File: config.mk
export PLATFORM = sky130hd
export DESIGN_NAME = cmo_sequencer
export DESIGN_NICKNAME = d
export VERILOG_FILES = /design/src/rtl/cmo_pkg.sv /design/src/rtl/cmo_decode.sv /design/src/rtl/cmo_ctrl.sv /design/src/rtl/cmo_datapath.sv /design/src/rtl/cmo_sequencer.sv
export SDC_FILE = /design/constraint.sdc
export NUM_CORES = 1
export LEC_CHECK = 0
export BUFFER_PORTS_ARGS = -buffer_cell sky130_fd_sc_hd__buf_4
export CORE_MARGIN = 5
export CORE_UTILIZATION = 43
export DETAILED_ROUTE_END_ITERATION = 10
export MAX_ROUTING_LAYER = met4
export PLACE_DENSITY = 0.81
export SYNTH_ARGS = -nofsm -noshare
export SYNTH_HDL_FRONTEND = slang
export SYNTH_SLANG_ARGS = --single-unit
File: constraint.sdc
create_clock -name clk -period 1.9 [get_ports clk]
set_input_delay 0.095 -clock clk [delete_from_list [all_inputs] [get_ports clk]]
set_output_delay 0.095 -clock clk [all_outputs]
set_load 0.1 [all_outputs]
File: src/rtl/cmo_pkg.sv
package cmo_pkg;
  localparam logic [6:0]  OPC_MISC_MEM = 7'b0001111;
  localparam logic [6:0]  OPC_SYSTEM   = 7'b1110011;
  localparam logic [2:0]  F3_FENCE     = 3'b000;
  localparam logic [2:0]  F3_FENCE_I   = 3'b001;
  localparam logic [2:0]  F3_CBO       = 3'b010;
  localparam logic [2:0]  F3_PRIV      = 3'b000;
  localparam logic [11:0] IMM_TLB_ALL  = 12'h7C0;
  localparam logic [11:0] IMM_CBO_MAX  = 12'd2;

  typedef enum logic [2:0] {
    OP_DATA_FENCE,
    OP_IFENCE_ALL,
    OP_IFENCE_LINE,
    OP_DC_LINE,
    OP_TLB_ALL,
    OP_BAD
  } cmoOpE;

  typedef struct packed {
    logic loadAddr;
    logic dcLine;
    logic icLine;
  } dpStrobeS;
endpackage

File: src/rtl/cmo_decode.sv
module cmo_decode
  import cmo_pkg::*;
(
  input  logic [31:0] instWord,
  output cmoOpE       op
);
  logic [6:0]  opcode;
  logic [4:0]  rdF;
  logic [2:0]  funct3;
  logic [4:0]  rs1F;
  logic [11:0] imm;
  logic        rdZero;
  logic        rs1Zero;
  logic        immZero;

  assign opcode  = instWord[6:0];
  assign rdF     = instWord[11:7];
  assign funct3  = instWord[14:12];
  assign rs1F    = instWord[19:15];
  assign imm     = instWord[31:20];
  assign rdZero  = (rdF == 5'd0);
  assign rs1Zero = (rs1F == 5'd0);
  assign immZero = (imm == 12'd0);

  always_comb begin
    op = OP_BAD;
    if (opcode == OPC_MISC_MEM) begin
      unique case (funct3)
        F3_FENCE: begin
          if (rdZero && rs1Zero && immZero) op = OP_DATA_FENCE;
        end
        F3_FENCE_I: begin
          if (rdZero && immZero) op = rs1Zero ? OP_IFENCE_ALL : OP_IFENCE_LINE;
        end
        F3_CBO: begin
          if (rdZero && (imm <= IMM_CBO_MAX)) op = OP_DC_LINE;
        end
        default: op = OP_BAD;
      endcase
    end else if (opcode == OPC_SYSTEM) begin
      if (funct3 == F3_PRIV && rdZero && rs1Zero && imm == IMM_TLB_ALL)
        op = OP_TLB_ALL;
    end
  end
endmodule

File: src/rtl/cmo_ctrl.sv
module cmo_ctrl
  import cmo_pkg::*;
(
  input  logic     clk,
  input  logic     rstN,
  input  logic     instValid,
  input  cmoOpE    op,
  input  logic     dcAck,
  input  logic     icAck,
  input  logic     tlbAck,
  output logic     instReady,
  output logic     dcReqValid,
  output logic     icReqValid,
  output logic     tlbReqValid,
  output logic     doneP,
  output logic     illegalP,
  output dpStrobeS strobe
);
  typedef enum logic [1:0] {ST_IDLE, ST_DC, ST_IC, ST_TLB} stateE;

  stateE stQ;
  logic  icAfterDcQ;
  logic  accept;

  assign instReady   = (stQ == ST_IDLE);
  assign accept      = instReady && instValid;
  assign dcReqValid  = (stQ == ST_DC);
  assign icReqValid  = (stQ == ST_IC);
  assign tlbReqValid = (stQ == ST_TLB);

  always_comb begin
    strobe          = '0;
    strobe.loadAddr = accept;
    strobe.dcLine   = (op == OP_DC_LINE);
    strobe.icLine   = (op == OP_IFENCE_LINE);
  end

  always_ff @(posedge clk or negedge rstN) begin
    if (!rstN) begin
      stQ        <= ST_IDLE;
      icAfterDcQ <= 1'b0;
      doneP      <= 1'b0;
      illegalP   <= 1'b0;
    end else begin
      doneP    <= 1'b0;
      illegalP <= 1'b0;
      unique case (stQ)
        ST_IDLE: begin
          if (accept) begin
            unique case (op)
              OP_DATA_FENCE: begin stQ <= ST_DC; icAfterDcQ <= 1'b0; end
              OP_IFENCE_ALL: begin stQ <= ST_DC; icAfterDcQ <= 1'b1; end
              OP_IFENCE_LINE: stQ <= ST_IC;
              OP_DC_LINE:    begin stQ <= ST_DC; icAfterDcQ <= 1'b0; end
              OP_TLB_ALL:    stQ <= ST_TLB;
              default:       illegalP <= 1'b1;
            endcase
          end
        end
        ST_DC: begin
          if (dcAck) begin
            if (icAfterDcQ) begin
              stQ        <= ST_IC;
              icAfterDcQ <= 1'b0;
            end else begin
              stQ   <= ST_IDLE;
              doneP <= 1'b1;
            end
          end
        end
        ST_IC: begin
          if (icAck) begin
            stQ   <= ST_IDLE;
            doneP <= 1'b1;
          end
        end
        ST_TLB: begin
          if (tlbAck) begin
            stQ   <= ST_IDLE;
            doneP <= 1'b1;
          end
        end
        default: stQ <= ST_IDLE;
      endcase
    end
  end

  assert_one_target_R10: assert property (@(posedge clk) disable iff (!rstN)
    $onehot0({dcReqValid, icReqValid, tlbReqValid}))
    else $error("R10 more than one request valid");

  assert_dc_hold_R8: assert property (@(posedge clk) disable iff (!rstN)
    dcReqValid && !dcAck |=> dcReqValid)
    else $error("R8 data request dropped before ack");

  assert_ic_hold_R8: assert property (@(posedge clk) disable iff (!rstN)
    icReqValid && !icAck |=> icReqValid)
    else $error("R8 instruction request dropped before ack");

  assert_tlb_hold_R8: assert property (@(posedge clk) disable iff (!rstN)
    tlbReqValid && !tlbAck |=> tlbReqValid)
    else $error("R8 TLB request dropped before ack");

  assert_idle_quiet_R8: assert property (@(posedge clk) disable iff (!rstN)
    instReady |-> !(dcReqValid || icReqValid || tlbReqValid))
    else $error("R8 ready while a request is pending");

  assert_done_pulse_R9: assert property (@(posedge clk) disable iff (!rstN)
    doneP |=> !doneP)
    else $error("R9 completion pulse longer than one cycle");

  assert_done_cause_R9: assert property (@(posedge clk) disable iff (!rstN)
    doneP |-> $past((dcReqValid && dcAck) || (icReqValid && icAck) || (tlbReqValid && tlbAck)))
    else $error("R9 completion without a final acknowledge");

  assert_illegal_quiet_R7: assert property (@(posedge clk) disable iff (!rstN)
    illegalP |-> instReady && !doneP)
    else $error("R7 illegal flag alongside a sequence");
endmodule

File: src/rtl/cmo_datapath.sv
module cmo_datapath
  import cmo_pkg::*;
#(
  parameter int ADDR_W     = 64,
  parameter int LINE_BYTES = 64
) (
  input  logic              clk,
  input  logic              rstN,
  input  dpStrobeS          strobe,
  input  logic [ADDR_W-1:0] rs1Val,
  output logic              dcReqLine,
  output logic [ADDR_W-1:0] dcReqAddr,
  output logic              icReqLine,
  output logic [ADDR_W-1:0] icReqAddr
);
  localparam int OFFSET_W = $clog2(LINE_BYTES);
  localparam logic [ADDR_W-1:0] LINE_MASK = ADDR_W'((64'd1 << OFFSET_W) - 64'd1);

  logic [ADDR_W-1:0] lineAddrQ;
  logic              dcLineQ;
  logic              icLineQ;

  always_ff @(posedge clk or negedge rstN) begin
    if (!rstN) begin
      lineAddrQ <= '0;
      dcLineQ   <= 1'b0;
      icLineQ   <= 1'b0;
    end else if (strobe.loadAddr) begin
      lineAddrQ <= rs1Val & ~LINE_MASK;
      dcLineQ   <= strobe.dcLine;
      icLineQ   <= strobe.icLine;
    end
  end

  assign dcReqLine = dcLineQ;
  assign icReqLine = icLineQ;
  assign dcReqAddr = dcLineQ ? lineAddrQ : '0;
  assign icReqAddr = icLineQ ? lineAddrQ : '0;

  assert_dc_aligned_R5: assert property (@(posedge clk) disable iff (!rstN)
    (dcReqAddr & LINE_MASK) == '0)
    else $error("R5 data line address not aligned");

  assert_ic_aligned_R5: assert property (@(posedge clk) disable iff (!rstN)
    (icReqAddr & LINE_MASK) == '0)
    else $error("R5 instruction line address not aligned");
endmodule

File: src/rtl/cmo_sequencer.sv
module cmo_sequencer
  import cmo_pkg::*;
#(
  parameter int ADDR_W     = 64,
  parameter int LINE_BYTES = 64
) (
  input  logic              clk,
  input  logic              rstN,
  input  logic              instValid,
  output logic              instReady,
  input  logic [31:0]       instWord,
  input  logic [ADDR_W-1:0] rs1Val,
  output logic              dcReqValid,
  output logic              dcReqLine,
  output logic [ADDR_W-1:0] dcReqAddr,
  input  logic              dcAck,
  output logic              icReqValid,
  output logic              icReqLine,
  output logic [ADDR_W-1:0] icReqAddr,
  input  logic              icAck,
  output logic              tlbReqValid,
  input  logic              tlbAck,
  output logic              doneP,
  output logic              illegalP
);
  cmoOpE    op;
  dpStrobeS strobe;

  cmo_decode uDecode (
    .instWord (instWord),
    .op       (op)
  );

  cmo_ctrl uCtrl (
    .clk         (clk),
    .rstN        (rstN),
    .instValid   (instValid),
    .op          (op),
    .dcAck       (dcAck),
    .icAck       (icAck),
    .tlbAck      (tlbAck),
    .instReady   (instReady),
    .dcReqValid  (dcReqValid),
    .icReqValid  (icReqValid),
    .tlbReqValid (tlbReqValid),
    .doneP       (doneP),
    .illegalP    (illegalP),
    .strobe      (strobe)
  );

  cmo_datapath #(
    .ADDR_W     (ADDR_W),
    .LINE_BYTES (LINE_BYTES)
  ) uDatapath (
    .clk       (clk),
    .rstN      (rstN),
    .strobe    (strobe),
    .rs1Val    (rs1Val),
    .dcReqLine (dcReqLine),
    .dcReqAddr (dcReqAddr),
    .icReqLine (icReqLine),
    .icReqAddr (icReqAddr)
  );

  assert_ifence_order_R2: assert property (@(posedge clk) disable iff (!rstN)
    $rose(icReqValid) && !icReqLine |-> $past(dcReqValid && dcAck))
    else $error("R2 whole instruction flush before data flush finished");

  assert_dc_addr_stable_R8: assert property (@(posedge clk) disable iff (!rstN)
    dcReqValid && !dcAck |=> $stable(dcReqAddr) && $stable(dcReqLine))
    else $error("R8 data request address moved while pending");

  assert_ic_addr_stable_R8: assert property (@(posedge clk) disable iff (!rstN)
    icReqValid && !icAck |=> $stable(icReqAddr) && $stable(icReqLine))
    else $error("R8 instruction request address moved while pending");
endmodule

==> impl_metrics.yaml <==
final_layout:
  synthToLayoutAreaGrowth_pct: 67.8
  final_layout_size_suffix_gt1_share_pct: 37.6
  final_common_cell: "buf_4"
  final_nets: 830
  layout_common_cells: "buf_4 (224), nand2_1 (182), and2_1 (96)"
  postLayoutCellArea_um2: 6140
  fin_util_pct: 74.4
synth:
  synth_area_um2: 3660
  yosys_warnings: 0
  ys_ff_latch: 65
  synth_ff_type: "dfrtp_1"
  synthArstFlopShare_pct: 100
  syn_avg_cell_area_um2: 7.94
  synth_cell_types: 37
  synth_edf_count: 0
  seq_area_frac_synth_pct: 44.4
  synthCells: 461
pwr:
  ir_drop_mv: 0.336
  p_leak_nw: 3.34
  powerDensity_nw_per_um2: 528
worst_setup_path:
  crit_chain: "buf_12, and2_2, buf_4"
  rr_startpoint: "uCtrl.stQ[0]"
  reg2regPathDepth: 5
  endpoint_kind: "output pin"
  critPathKind: "flip-flop to output pin"
  slowest_delay_ns: 0.65
  timing.rr.end: "uDatapath.lineAddrQ[38]"
  critPathMaxFanout: 33
  start_kind: "flip-flop"
  critPathRequiredTime_ns: 1.80
  slowest_stage: "dfrtp_2"
  critPathArrivalTime_ns: 1.67
  regToRegSetupSlack_ns: 0.38
route:
  drc_errors: 0
  wl_per_cell_um: 15.1
  wl_mm: 12.6
  drtAntennaViolNets: 0
  vias: 4032
  drtIter0Drc: 117
  avgViaCountPerCell: 4.81
  first_pass_iters: 4
clock_network:
  clock_path_buffers: 2
  clk_latency_ns: 0.33
  cts.sinks: 65
  cts_buffers: 9
  cts_tree: "built"
  postCtsSetupBuffers: 0
  cts_max_level: 3
  root_buffer: "clkbuf_8"
  clk_pin_slew_ns: 0.06
global_route:
  grt_pass1_vias: 4116
  grt_first_pass_wirelength_mm: 19.7
  grt_use_total_pct: 24.7
  grt_overflow: 0
  grt_max_degree: 66
  antenna_found_initial: 0
sta:
  fmax_mhz: 565
  setup_viol: 0
  finalHoldViolations: 0
  final_max_slew_viol_count: 0
  post-route-min-period_ns: 1.77
  rsz0062_at_grt: "false"
  hold_ws_ns: 0.0871
  fin_crit_sh_pct: 93.1
  worstMarginPinSlew_ns: 0.807
  relSlewSlack_pct: 46.2
  finClkSkew_ns: 0.00727
floorplan:
  die_w_um: 102
  pin_count: 238
  die_area_um2: 10500
  start_util_pct: 44.3
  die_y_um: 102
  row_count: 33
  core_um2: 8260
placed_design:
  postPlaceCellArea_um2: 5370
  io_buffers: 219
  gp_congestion: 0.878
  hpwl_mm: 8.98
worst_hold_path:
  worstHoldStart: "icAck"
  holdPathStages: 3
  whs_endpoint: "uCtrl.doneP"
  hold_class: "input pin to flip-flop"
flow_run:
  maxCapViolCount: 0
status:
  status: "complete, no violations"
[critical path: cells and delay by family, from the launching register on]
kind | cells | cell delay (ns)
and+or+nand+nor | 1 | 0.17
DFF | 1 | 0.65
buffers and inverters | 2 | 0.51
[cells in the mapped netlist (all sizes together), types with 4 or more instances]
cell type	number	share of area, %
a31oi	4	0.68
o21ai	7	0.96
dfrtp	65	44
clkbuf	25	2.6
nand2	183	19
and2	118	20
nor2	7	0.72
nor3	4	0.68
buf	14	3.1
[layer usage]
layer	wire length [µm]	global-route usage (%)
met1	4690	27.1
met2	6740	44.0
met3	942	4.30
met4	267	10.6
met5	0	-
[where the power goes]
group	switching (W)	leakage, nW	internal, W
sequential	0.0000858	0.798	0.00150
combinational	0.000316	2.44	0.000268
clock	0.000484	0.0929	0.000593
total	0.000885	3.34	0.00236
[kinds of logic after synthesis]
kind of cell    Yosys count  share of synthesized area (%)
compound gates           22                           4.72
buf+inv                  41                           5.85
flops                    65                           44.4
other cells               1                          0.102
simple gates            332                           44.9
[registers in the layout, indices dropped and copies added (netlist names)]
signal	cells
uDatapath.lineAddrQ	58
uCtrl.stQ	2
uCtrl.doneP	1
uCtrl.icAfterDcQ	1
uCtrl.illegalP	1
uDatapath.dcReqLine	1
uDatapath.icReqLine	1
[per-stage QoR]
step           total power [W]  setup slack [ns]  setup TNS (ns)  instances
6_report               0.00324             0.131               0        838
2_1_floorplan          0.00184            -0.122          -0.122        472
4_1_cts                0.00326           0.00319               0        837
3_5_place_dp           0.00209             0.221               0        763
3_3_place_gp           0.00206             0.299               0        763
5_1_grt                0.00340            0.0496               0        837
[final cells by class]
cell class	count	area, µm²
timing repair buffer	284	2290
fill	604	2120
multi-input combinational	366	1900
sequential	65	1630
clock buffer	11	131
tap	105	131
clock inverter	4	45.0
inverter	2	7.51
antenna	1	2.50
[what timing repair did]
item | in CTS | in global routing
hold endpoints to repair | 123 | 0
resized for setup | 0 | 1
setup endpoints to repair | 0 | 58
hold buffers | 59 | 0
[worst max path at each step]
stage / start / end / slack, ns / depth (start not counted)
floorplan: uCtrl.stQ[0] / uCtrl.icAfterDcQ / -0.12 / 6
global placement: instWord[27] / uCtrl.icAfterDcQ / 0.30 / 5
detailed placement: instWord[5] / uCtrl.icAfterDcQ / 0.22 / 6
CTS: uDatapath.dcReqLine / dcReqAddr[11] / 0.003 / 2
global route: uDatapath.icReqLine / icReqAddr[20] / 0.05 / 3
finish: uDatapath.icReqLine / icReqAddr[49] / 0.13 / 3
No activity file was read; power rests on OpenSTA's default activity.
